$ cat src/rtl/irq_ctrl_pkg.sv
package irq_ctrl_pkg;
  typedef enum logic [2:0] {
    SEL_PEND    = 3'd0,
    SEL_ENAB    = 3'd1,
    SEL_FULL_LO = 3'd2,
    SEL_FULL_HI = 3'd3,
    SEL_HALF_LO = 3'd4,
    SEL_HALF_HI = 3'd5
  } reg_sel_e;

  localparam int FORCE_BIT = 0;
endpackage

$ cat src/rtl/irq_src_bank.sv
module irq_src_bank #(
  parameter int W  = 32,
  parameter int LO = 7
) (
  input  logic         clk,
  input  logic         rst,
  input  logic [W-1:0] evt,
  input  logic         clr_en,
  input  logic [W-1:0] clr_mask,
  output logic [W-1:0] pend
);
  localparam logic [W-1:0] KEEP = {W{1'b1}} << LO;

  logic [W-1:0] pend_q;
  logic [W-1:0] kill;

  always_comb kill = clr_en ? clr_mask : '0;

  always_ff @(posedge clk) begin
    if (rst) pend_q <= '0;
    else     pend_q <= ((pend_q & ~kill) | evt) & KEEP;
  end

  assign pend = pend_q;

  // an event always lands in its pending bit
  assert_evt_sets_R2: assert property (@(posedge clk) disable iff (rst)
    (|(evt & KEEP)) |=> ((pend_q & $past(evt & KEEP)) == $past(evt & KEEP)));

  // a clear empties targeted bits unless an event coincides
  assert_w1c_R3: assert property (@(posedge clk) disable iff (rst)
    clr_en |=> ((pend_q & $past(clr_mask & ~evt & KEEP)) == '0));
endmodule

$ cat src/rtl/irq_loop_bank.sv
module irq_loop_bank #(
  parameter int NUM_CH = 64,
  parameter int IDX_W  = 6
) (
  input  logic              clk,
  input  logic              rst,
  input  logic [NUM_CH-1:0] full_evt,
  input  logic [NUM_CH-1:0] half_evt,
  input  logic              clr_en,
  input  logic [IDX_W-1:0]  clr_idx,
  output logic [NUM_CH-1:0] full_q,
  output logic [NUM_CH-1:0] half_q
);
  for (genvar ch = 0; ch < NUM_CH; ch++) begin : g_ch
    logic hit;
    always_comb hit = clr_en && (clr_idx == IDX_W'(ch));
    always_ff @(posedge clk) begin
      if (rst) begin
        full_q[ch] <= 1'b0;
        half_q[ch] <= 1'b0;
      end else begin
        full_q[ch] <= full_evt[ch] | (full_q[ch] & ~hit);
        half_q[ch] <= half_evt[ch] | (half_q[ch] & ~hit);
      end
    end
  end

  assert_idx_clear_R7: assert property (@(posedge clk) disable iff (rst)
    (clr_en && !full_evt[clr_idx] && !half_evt[clr_idx])
      |=> (!full_q[$past(clr_idx)] && !half_q[$past(clr_idx)]));
endmodule

$ cat src/rtl/irq_prio_enc.sv
module irq_prio_enc #(
  parameter int N  = 64,
  parameter int IW = 6
) (
  input  logic [N-1:0]  vec,
  output logic          any,
  output logic [IW-1:0] idx
);
  always_comb begin
    any = 1'b0;
    idx = '0;
    for (int i = 0; i < N; i++) begin
      if (vec[i]) begin
        any = 1'b1;
        idx = IW'(i);
      end
    end
  end
endmodule

$ cat src/rtl/irq_ctrl.sv
module irq_ctrl
  import irq_ctrl_pkg::*;
#(
  parameter int DATA_W = 32
) (
  input  logic                clk,
  input  logic                rst,
  input  logic                wr_en,
  input  logic [2:0]          wr_sel,
  input  logic [DATA_W-1:0]   wr_data,
  input  logic [2:0]          rd_sel,
  output logic [DATA_W-1:0]   rd_data,
  input  logic [DATA_W-1:0]   src_evt,
  input  logic [2*DATA_W-1:0] full_evt,
  input  logic [2*DATA_W-1:0] half_evt,
  output logic                irq
);
  localparam int NUM_CH   = 2 * DATA_W;
  localparam int IDX_W    = $clog2(NUM_CH);
  localparam int LOOP_BIT = IDX_W;
  localparam int SRC_LO   = IDX_W + 1;

  logic [DATA_W-1:0] enab_q;
  logic [DATA_W-1:0] src_pend;
  logic [NUM_CH-1:0] full_q, half_q, loop_or;
  logic              loop_any;
  logic [IDX_W-1:0]  loop_idx;
  logic              pend_wr;
  logic [DATA_W-1:0] pend_word;
  logic [DATA_W-1:0] rd_next;

  always_comb pend_wr = wr_en && (reg_sel_e'(wr_sel) == SEL_PEND);

  irq_src_bank #(.W(DATA_W), .LO(SRC_LO)) u_src (
    .clk(clk), .rst(rst), .evt(src_evt),
    .clr_en(pend_wr), .clr_mask(wr_data), .pend(src_pend)
  );

  irq_loop_bank #(.NUM_CH(NUM_CH), .IDX_W(IDX_W)) u_loop (
    .clk(clk), .rst(rst), .full_evt(full_evt), .half_evt(half_evt),
    .clr_en(pend_wr && wr_data[LOOP_BIT]), .clr_idx(wr_data[IDX_W-1:0]),
    .full_q(full_q), .half_q(half_q)
  );

  always_comb loop_or = full_q | half_q;

  irq_prio_enc #(.N(NUM_CH), .IW(IDX_W)) u_enc (
    .vec(loop_or), .any(loop_any), .idx(loop_idx)
  );

  always_comb begin
    pend_word = src_pend;
    pend_word[LOOP_BIT] = loop_any;
    pend_word[IDX_W-1:0] = loop_any ? loop_idx : '0;
  end

  always_ff @(posedge clk) begin
    if (rst) enab_q <= '0;
    else if (wr_en && reg_sel_e'(wr_sel) == SEL_ENAB) enab_q <= wr_data;
  end

  always_comb begin
    case (reg_sel_e'(rd_sel))
      SEL_PEND:    rd_next = pend_word;
      SEL_ENAB:    rd_next = enab_q;
      SEL_FULL_LO: rd_next = full_q[DATA_W-1:0];
      SEL_FULL_HI: rd_next = full_q[NUM_CH-1:DATA_W];
      SEL_HALF_LO: rd_next = half_q[DATA_W-1:0];
      SEL_HALF_HI: rd_next = half_q[NUM_CH-1:DATA_W];
      default:     rd_next = '0;
    endcase
  end

  always_ff @(posedge clk) begin
    if (rst) begin
      rd_data <= '0;
      irq     <= 1'b0;
    end else begin
      rd_data <= rd_next;
      irq     <= (|(src_pend & enab_q)) | (loop_any & enab_q[LOOP_BIT])
                 | enab_q[FORCE_BIT];
    end
  end

  assert_force_R9: assert property (@(posedge clk) disable iff (rst)
    enab_q[FORCE_BIT] |=> irq);

  assert_top_channel_R5: assert property (@(posedge clk) disable iff (rst)
    loop_any |-> (loop_or[loop_idx] && (((loop_or >> loop_idx) >> 1) == '0)));

  assert_no_loop_flag_R5: assert property (@(posedge clk) disable iff (rst)
    (loop_or == '0) |-> !loop_any);
endmodule

$ cat config.mk
export PLATFORM = sky130hd
export DESIGN_NAME = irq_ctrl
export DESIGN_NICKNAME = d
export VERILOG_FILES = /design/src/rtl/irq_ctrl_pkg.sv /design/src/rtl/irq_src_bank.sv /design/src/rtl/irq_loop_bank.sv /design/src/rtl/irq_prio_enc.sv /design/src/rtl/irq_ctrl.sv
export SDC_FILE = /design/constraint.sdc
export NUM_CORES = 1
export LEC_CHECK = 0
export ABC_AREA = 1
export BUFFER_PORTS_ARGS = -buffer_cell sky130_fd_sc_hd__buf_2
export CAP_MARGIN = 40
export CORE_UTILIZATION = 49
export DETAILED_ROUTE_END_ITERATION = 10
export PLACE_DENSITY_LB_ADDON = 0.05
export SLEW_MARGIN = 20
export SYNTH_ARGS = -nofsm -noshare
export SYNTH_HDL_FRONTEND = slang
export SYNTH_SLANG_ARGS = --single-unit
export TNS_END_PERCENT = 1
$ cat constraint.sdc
create_clock -name clk -period 3.25 [get_ports clk]
set_input_delay 0.1625 -clock clk [delete_from_list [all_inputs] [get_ports clk]]
set_output_delay 0.1625 -clock clk [all_outputs]
set_load 0.05 [all_outputs]
**Yosys cells after proc, flatten, opt, wreduce, memory -nomap -nowiden**

Index checks and enable logic that the tools add are counted.
W data, S select, Z words.

- Equality and inequality tests: 69
- Multipliers: 0
- Bitwise gates (word level): 328
- $lt $le $gt $ge: 0
- Reduce and logical (&&, ||, !) cells: 71
- $add $sub $neg: 0
- Divide/modulo/power cells: 0
- Mux-type cells: 130
- Shift-type cells: 0

Operators by type and width:

| operator | number |
|---|---|
| $mux W6 | 33 |
| $eq A6 B6 Y1 const B | 32 |
| $pmux W32 S6 | 1 |
| $or A1 B1 Y1 | 130 |
| $and A1 B1 Y1 | 129 |
| $eq A6 B5 Y1 const B | 16 |
| $mux W5 | 16 |
| $logic_and A1 B1 Y1 | 67 |
| $mux W1 | 65 |
| $and A32 B32 Y32 | 2 |
| $not A1 Y1 | 64 |
| $or A64 B64 Y64 | 1 |
| $eq A6 B4 Y1 const B | 8 |
| $mux W32 | 1 |
| $mux W4 | 8 |
| $not A32 Y32 | 1 |
| $or A32 B32 Y32 | 1 |
| $reduce_or A32 Y1 | 1 |
| $eq A6 B3 Y1 const B | 4 |
| $eq A6 B2 Y1 const B | 2 |
| $mux W3 | 4 |
| $eq A3 B1 Y1 const B | 2 |
| $eq A3 B2 Y1 const B | 2 |
| $eq A3 B3 Y1 const B | 2 |
| 4 further kinds | 6 |

- Output and inout port bits: 33
- Bits in latches: 0
- Memories kept: 0
- Bits in writable memories: 0
- Register bits after elaboration: 225
- Bits of input ports: 201
- ROM bits: 0
- Logic and storage cells: 731

**Logic depth before layout (Yosys ltp)**

Gate-level depths: netlist of run 1.

- Depth in word-level cells: 68
- Depth in mapped cells: 66
- Depth with buffers taken out: 66

**Cells and area by module**

From an unflattened synthesis of run 1, not the netlist that was laid out.

- Cell total of the unflattened synthesis: 1658
- Area, all modules: 10857.9 um2

By module, submodules not included:

| module | sequential area each (um2) | area an instance (um2) | cells an instance | times used |
|---|---|---|---|---|
| irq_loop_bank | 2562.5 | 4569.4 | 609 | 1 |
| irq_ctrl | 1301.2 | 4067.7 | 685 | 1 |
| irq_src_bank | 500.5 | 1209.9 | 139 | 1 |
| irq_prio_enc | 0.0 | 1011.0 | 225 | 1 |

**Worst setup path after synthesis of run 1**

OpenSTA, ideal clock, no wires.

- Path type: flip-flop to flip-flop
- From: register u_loop.half_q[1]
- To: register rd_data[0]
- Setup time: 131 ps
- Buffers on the path: 0
- Arrival: 3181 ps
- Required time: 3119 ps
- Stages on the path, launching flop included: 67
- Path slack: -61 ps
- Period minus slack after synthesis: 3311 ps
- Cells stage by stage: dfxtp_1 > inv_2 > nand2_2 > nand2_1 > nand2_1 > nand2_1 > nand2_1 > nand2_1 > nand2_1 > nand2_1 > nand2_1 > nand2_1 > nand2_1 > nand2_1 > nand2_1 > nand2_1 > nand2_1 > nand2_1 > (+31 left out) > nand2_1 > nand2_1 > nand2_1 > nand2_1 > nand2_1 > nand2_1 > nand2_1 > nand2_1 > nand2_1 > nand2_1 > nand2_1 > nand2_1 > nand2_1 > nand2_1 > nand2_1 > nand2_1 > nand2_1 > a21oi_2

- Word-level cells in the longest chain between the ends: 66
- Elaborated cells between the ends (all ways): 129
- Those cells by class: mux (128); bitwise (1)

Ends and longest elaborated chain:

| element | line | text |
|---|---|---|
| start: declaration | irq_loop_bank.sv:12 | `output logic [NUM_CH-1:0] half_q` |
| start signal: indexed assignment | irq_loop_bank.sv:23 | `half_q[ch] <= half_evt[ch] \| (half_q[ch] & ~hit);` |
| $or A64 B64 Y64 * | irq_ctrl.sv:45 | `always_comb loop_or = full_q \| half_q;` |
| $mux W1 | irq_prio_enc.sv:13 | `if (vec[i]) begin` |
| $mux W2 or $mux W1 (tied branches) (2 in a row) | irq_prio_enc.sv:13 |  |
| $mux W3 or $mux W1 (tied branches) (4 in a row) | irq_prio_enc.sv:13 |  |
| $mux W4 or $mux W1 (tied branches) (8 in a row) | irq_prio_enc.sv:13 |  |
| $mux W5 or $mux W1 (tied branches) (16 in a row) | irq_prio_enc.sv:13 |  |
| $mux W6 or $mux W1 (tied branches) (32 in a row) | irq_prio_enc.sv:13 |  |
| $mux W6 * | irq_ctrl.sv:54 | `pend_word[IDX_W-1:0] = loop_any ? loop_idx : '0;` |
| $pmux W32 S6 * | irq_ctrl.sv:63 | `case (reg_sel_e'(rd_sel))` |
| end signal: assignment | irq_ctrl.sv:79 | `rd_data <= rd_next;` |
| end: declaration | irq_ctrl.sv:12 | `output logic [DATA_W-1:0] rd_data,` |

Every way passes the cells marked *; elsewhere a longest branch is shown, timed or not.
A chain may end at the register's enable or synchronous reset.

**Final worst setup path of run 1**

Ends and elaborated chain as after synthesis.

==> results by group, run 1 <==
Outcome
  – Outcome: finished, violations left
  – Violated checks: setup timing

Floorplanning
  – Die Y: roughly 140 µm
  – IO Pins: 234
  – DIE AREA: just over 20000 µm²
  – Initial core utilization: between 50% and 60%
  – Num rows: between 50 and 60
  – Die X: ~140 µm
  – Core ar.: roughly 20000 µm²

Synthesis
  – Post-synth EDFFs: 0
  – Mapped Area: between 9000 and 10000 µm²
  – Post-synth top area share: about 44%
  – Top_reg_cell synth: dfxtp_1
  – Syn Area/Cell: approximately 7 µm²
  – Post-synth top area cell: dfxtp_1
  – Register area share after synthesis: 44.48%
  – Most numerous cell in the Yosys netlist: nand2_1
  – Async SR Flop Fraction: 0%
  – Synth cell types: 32
  – Main area contributors after synthesis: dfxtp_1 (44%), a21oi_1 (9.8%), nand2_1 (9.1%), inv_1 (6.5%), nor2_1 (4.3%)
  – Synthesized instance count: 1373
  – Synth warn: 0
  – #FFs+latches synth: 218
  – Synth top cells by count: nand2_1 (238), dfxtp_1 (218), a21oi_1 (193), inv_1 (169), nor2_1 (113)
  – Syn Nets: approximately 1600

Timing
  – Final Hold Viols: 0
  – Achievable Freq: between 200 and 300 MHz
  – Clock Skews: about 0.015 ns
  – Final setup vio count: 1
  – Worst setup margin: -0.7006 ns
  – Worst Max-Slew Pin Slew: between 0.8 and 0.9 ns
  – Rel. slew slack: between 40% and 50%
  – Fin. max-slew vios: 0
  – Tcrit/Tclk final: 121.6%
  – Fin crit period: approximately 4.0 ns
  – RSZ-0062 raised after global routing: yes

Clock tree
  – Reg clk slew, reported paths: about 0.060 ns
  – Clock latency on the worst-skew pair: 0.52 ns
  – H-Tree Depth: 1
  – CTS tree: yes
  – CTS Root Cell: clkbuf_16
  – Num CTS Buffers: 24
  – Clock Tree Buf Depth: 3
  – Clock sink count: ~220

Finish
  – Syn-to-layout area delta: 46.72%
  – Nets@finish: between 2000 and 2500
  – Fraction of layout cells with a size suffix above 1: 20.40%
  – Layout filler cell count: ~1500

Worst setup path
  – Slowest stage cell, crit path: dfxtp_2
  – Critical path type: flip-flop to flip-flop
  – Most frequent CP cell: nand2_1
  – Req. time, crit path: 3.64 ns
  – CP Max Fanout: 2
  – Crit path launch: u_loop.half_q[1]
  – R2R depth: 66
  – R2r endpoint: rd_data[0]
  – FF-to-FF Start: u_loop.half_q[1]
  – Flop-to-flop setup slack: -0.70 ns
  – Critical path endpoint: rd_data[0]
  – CP endpoint kind: flip-flop
  – Worst path max stage delay: approximately 0.33 ns
  – Crit path arrival time: about 4.3 ns
  – Worst Setup Start Kind: flip-flop

Detailed routing
  – Initial DRC Count: 941
  – DR pass1 iterations: 7
  – Routed WL: just under 40000 µm
  – Number of vias per cell: ~5.5
  – Post-route DRC: 0
  – Via Count: roughly 12000
  – Mean routed wirelength per cell: 18.55 µm
  – Final ANT Viol Nets: 0

Global routing
  – Total grt overflow: 0
  – Overall Global Routing Usage: 37.52%
  – Vias in the first global route: around 11000
  – Initial antenna violation count: 1
  – First-pass GRT wire length: about 59000 µm
  – Largest net degree at the start of global routing: 78

Placement
  – DP HPWL: 25040 µm
  – Pre-CTS setup slack: -0.7136 ns
  – GP Congestion: ~1
  – PortBufs: 226

Pwr
  – P_leak: about 6.4 nW
  – Worst vdd ir: between 0.3 and 0.4 mV
  – PwrDens: between 400 and 500 nW/µm²
  – Total Power: between 0.006 and 0.007 W

Job
  – Max cap viols: 0

Min path
  – Worst Hold Class: input port to flip-flop
-- placed cells by master (no fill, tap or decap), types with 2 or more instances in the layout --
cell / n
a221oi_1: 29
a22o_1: 4
nor4_1: 6
diode_2: 2
nor3_2: 3
a41oi_1: 3
dfxtp_1: 216
nor3_1: 3
a31oi_1: 27
dlygate4sd3_1: 208
nand2_1: 235
o21ai_1: 78
nor2_2: 21
nor2_1: 110
a22oi_1: 3
nor2_8: 3
a21oi_1: 193
clkinv_2: 4
inv_1: 169
buf_4: 58
nor2_4: 9
inv_2: 6
buf_2: 225
o21ai_0: 76
clkbuf_16: 25
a211oi_1: 6
o2111a_1: 2
clkbuf_8: 7
nand4_1: 42
nand3_1: 45
clkbuf_1: 4
dfxtp_2: 2
nand2_2: 4
clkinvlp_4: 2
-- what timing repair did --
| action | in CTS | in global routing |
|---|---|---|
| endpoints found under the hold margin | 183 | 0 |
| setup buffers | 0 | 0 |
| resized for setup | 3 | 2 |
| pin swaps | 2 | 0 |
| hold buffers | 208 | 0 |
| endpoints found under the setup margin | 1 | 1 |
-- registers in the layout, indices dropped and copies added (netlist names) --
signal	cells
enab_q	32
irq	1
rd_data	32
u_loop.full_q	64
u_loop.half_q	64
u_src.pend	25
-- metrics by stage --
stage	instances	TNS [ns]	hold slack, ns	instance area, µm²	utilization (%)
2_1_floorplan	1373	-0.05920	0.2799	9812	-
3_3_place_gp	1851	-0.6887	0.3641	11480	58.79
3_5_place_dp	1852	-0.7136	0.3714	11490	58.86
4_1_cts	2103	-0.7099	0.007183	14380	73.66
5_1_grt	2104	-1.422	0.04056	14390	73.70
6_report	2105	-0.7006	0.01775	14390	73.72
-- area by class of cell --
type | instances | area [µm²] | share of cell area [%]
well taps | 265 | 331.6 | 2.304
clock buffers | 36 | 737.0 | 5.120
inverters | 175 | 656.9 | 4.564
repair buffers | 494 | 3690 | 25.63
multi-input cells | 908 | 4542 | 31.55
diodes | 2 | 5.005 | 0.03477
clock inverters | 7 | 65.06 | 0.4520
flip-flops and latches | 218 | 4367 | 30.34
-- logic make-up after synthesis --
kind of cell	after synthesis	synth area share, %
AOI/OAI and AO/OA	426	23.98
buffers and inverters	247	9.527
DFF	218	44.48
and+or+nand+nor	482	22.01
-- worst min path at each step --
| stage | to | depth (start not counted) | slack, ns | from |
|---|---|---|---|---|
| final | enab_q[2] | 3 | 0.02 | wr_data[2] |
| after global placement | u_src.pend[17] | 3 | 0.36 | src_evt[17] |
| after global routing | enab_q[3] | 3 | 0.04 | wr_data[3] |
| after CTS | enab_q[2] | 3 | 0.007 | wr_data[2] |
| after detailed placement | u_src.pend[23] | 3 | 0.37 | src_evt[23] |
| after floorplan | u_loop.full_q[34] | 2 | 0.28 | full_evt[34] |
-- critical path, delay by kind of cell (launching register included) --
kind	cells	cell delay, ns
AND/OR/NAND/NOR	64	3.33
AO/OA/AOI/OAI	1	0.06
buffers and inverters	1	0.04
flip-flops	1	0.33
-- report_power, final --
part           internal, W  total [W]  leakage [nW]  switching (W)
clock              0.00164    0.00277         0.393        0.00113
sequential         0.00285    0.00298          1.81       0.000138
combinational     0.000525    0.00119          4.20       0.000664
-- per-layer routing --
layer | global-route usage, % | vias up | routed length [µm]
li1 | - | 5505 | -
met1 | 47.13 | 5258 | 15580
met2 | 62.19 | 629 | 18240
met3 | 5.698 | 131 | 3296
met4 | 19.65 | 0 | 1914
met5 | 0 | - | 0
(Power assumes the default switching activity.)
==> run 2, diff against run 1 <==
==> constraint.sdc (replaced) <==
create_clock -name clk -period 3.2 [get_ports clk]
set_input_delay 0.16 -clock clk [delete_from_list [all_inputs] [get_ports clk]]
set_output_delay 0.16 -clock clk [all_outputs]
set_load 0.05 [all_outputs]
==> results by group, run 2 (same netlist as run 1, synthesis figures left out) <==
Pwr
  – Switching share of total power: 27.61% (was 27.78%)
  – Clock power share: 40.9% (was 39.9%)
  – Worst vdd ir: 0.3956 mV (was 0.3387 mV)
  – Comb pwr share: 16.9% (was 17.1%)
  – P_int: 0.005193 W (was 0.005011 W)
  – Switching Power: 0.001980 W (was 0.001928 W)
  – Reg power frac: 42.3% (was 43.0%)
  – P_leak: 6.458 nW (was 6.406 nW)
  – PwrDens: 495.2 nW/µm² (was 482.0 nW/µm²)

Timing
  – Final Hold Viols: 0 (unchanged)
  – RSZ-0062 raised after global routing: yes (unchanged)
  – Achievable Freq: 247.1 MHz (was 253.1 MHz)
  – Worst Max-Slew Pin Slew: 0.9210 ns (was 0.8737 ns)
  – Clock Skews: 0.01803 ns (was 0.01478 ns)
  – Fin. max-slew vios: 0 (unchanged)
  – Rel. slew slack: 38.60% (was 41.75%)
  – Fin crit period: 4.046 ns (was 3.951 ns)
  – Final setup vio count: 1 (unchanged)
  – Worst setup margin: -0.8463 ns (was -0.7006 ns)
  – Tcrit/Tclk final: 126.4% (was 121.6%)

Floorplanning
  – Num rows: 51 (unchanged)
  – IO Pins: 234 (unchanged)
  – DIE AREA: 20590 µm² (unchanged)
  – Initial core utilization: 50.24% (unchanged)
  – Die Y: 143.5 µm (unchanged)
  – Die X: 143.5 µm (unchanged)
  – Core ar.: 19530 µm² (unchanged)

Finish
  – Commonest non-fill, non-tap cell in the layout: nand2_1 (unchanged)
  – Biggest regs: u_loop.full_q: 64 flops, u_loop.half_q: 64 flops (unchanged)
  – Layout filler cell count: 1495 (was 1540)
  – Syn-to-layout area delta: 47.66% (was 46.72%)
  – Final Util: 74.19% (was 73.72%)
  – Commonest cells after routing, fill and taps aside: nand2_1 (232), buf_2 (225), dfxtp_1 (216), dlygate4sd3_1 (209), a21oi_1 (193) (was nand2_1 (235), buf_2 (225), dfxtp_1 (216), dlygate4sd3_1 (208), a21oi_1 (193))
  – Post-Layout Cell Count: 2108 (was 2105)
  – Ant diodes: 0 (was 2)
  – Nets@finish: 2026 (was 2022)
  – Fraction of layout cells with a size suffix above 1: 20.73% (was 20.40%)
  – Multi-input gate area: 4549 µm² (was 4542 µm²)
  – Sequential cell area: 4367 µm² (unchanged)

Global routing
  – Largest net degree at the start of global routing: 80 (was 78)
  – Vias in the first global route: 11008 (was 11280)
  – Total grt overflow: 0 (unchanged)
  – First-pass GRT wire length: 57610 µm (was 58970 µm)
  – Overall Global Routing Usage: 36.77% (was 37.52%)
  – Initial antenna violation count: 0 (was 1)

Worst setup path
  – Critical path type: flip-flop to flip-flop (unchanged)
  – CP endpoint kind: flip-flop (unchanged)
  – Worst path max stage delay: 0.33 ns (about the same)
  – Slowest stage cell, crit path: dfxtp_2 (unchanged)
  – Flop-to-flop setup slack: -0.85 ns (was -0.70 ns)
  – CP Max Fanout: 2 (unchanged)
  – Most frequent CP cell: nand2_1 (unchanged)
  – Worst Setup Start Kind: flip-flop (unchanged)
  – Req. time, crit path: 3.59 ns (was 3.64 ns)
  – Crit path arrival time: 4.44 ns (was 4.34 ns)

Clock tree
  – Clock latency on the worst-skew pair: 0.53 ns (was 0.52 ns)
  – Num CTS Buffers: 24 (unchanged)
  – CTS Root Cell: clkbuf_16 (unchanged)
  – H-Tree Depth: 1 (unchanged)
  – Clock sink count: 218 (unchanged)
  – Clock Tree Buf Depth: 3 (unchanged)
  – Reg clk slew, reported paths: 0.06 ns (about the same)
  – CTS tree: yes (unchanged)

Detailed routing
  – Final ANT Viol Nets: 0 (unchanged)
  – DR pass1 iterations: 5 (was 7)
  – Mean routed wirelength per cell: 18.25 µm (was 18.55 µm)
  – Post-route DRC: 0 (unchanged)
  – Via Count: 11522 (was 11523)
  – Initial DRC Count: 945 (was 941)
  – Routed WL: 38470 µm (was 39040 µm)
  – Number of vias per cell: 5.466 (was 5.474)

Placement
  – DP HPWL: 24720 µm (was 25040 µm)
  – Dpl cells: 1852 (unchanged)
  – PortBufs: 226 (unchanged)
  – GP Congestion: 1.030 (was 0.9986)

Job
  – Max cap viols: 0 (unchanged)

Outcome
  – Outcome: finished, violations left (unchanged)
  – Violated checks: setup timing (unchanged)

Min path
  – Worst Hold Class: input port to flip-flop (unchanged)
## run 2: power by group through the flow
stage	sequential, W	combinational, W	clock (W)
CTS	0.00303	0.00117	0.00293
finish	0.00303	0.00121	0.00293
detailed placement	0.00308	0.000960	0
global route	0.00305	0.00130	0.00304
global placement	0.00308	0.000951	0
floorplan	0.00314	0.000465	0
## run 2: worst paths after layout
kind | start | endpoint | cells past startpoint
worst min-delay path | wr_data[3] | enab_q[3] | 3
worst min register to register | enab_q[5] | enab_q[5] | 2
worst max register to register | u_loop.half_q[1] | rd_data[0] | 66
worst max-delay path | u_loop.half_q[1] | rd_data[0] | 66
## run 2: layout make-up
type                            count  area share, %
Clock buffer                       34          4.819
Clock inverter                     10         0.9414
Inverter                          175          4.534
Multi-Input combinational cell    908          31.40
Sequential cell                   218          30.14
Tap cell                          265          2.289
Timing Repair Buffer              498          25.87
## run 2: metrics by stage
| stage | power, W | TNS, ns | instance area, µm² | worst slack (ns) | hold slack [ns] |
|---|---|---|---|---|---|
| finish | 0.007174 | -0.8463 | 14490 | -0.8463 | 0.03211 |
| global route | 0.007397 | -1.366 | 14490 | -1.366 | 0.03658 |
| CTS | 0.007128 | -0.7770 | 14460 | -0.7770 | 0.01423 |
| detailed placement | 0.004041 | -0.7997 | 11520 | -0.7997 | 0.3701 |
| global placement | 0.004029 | -0.7476 | 11490 | -0.7476 | 0.3639 |
| floorplan | 0.003610 | -0.1092 | 9812 | -0.1092 | 0.2774 |
## run 2: repair_timing
item,in CTS,in global routing
setup endpoints to repair,1,1
cloned,0,0
hold buffers,209,0
hold endpoints to repair,184,0
pin swaps,0,2
setup buffers,1,1
resized for setup,3,4
## run 2: critical path, delay by kind of cell (launching register included)
kind / cells / cell delay [ns]
AND/OR/NAND/NOR: 64 / 3.48
flip-flops: 1 / 0.33
AO/OA/AOI/OAI: 1 / 0.06
buffers and inverters: 1 / 0.04
## run 2: routing by layer
layer,up-vias,share of wire (%),GRT usage (%)
met5,-,0,0
li1,5515,-,-
met3,119,7.8,6.231
met2,582,46,60.42
met1,5306,41,46.71
met4,0,4.8,17.86
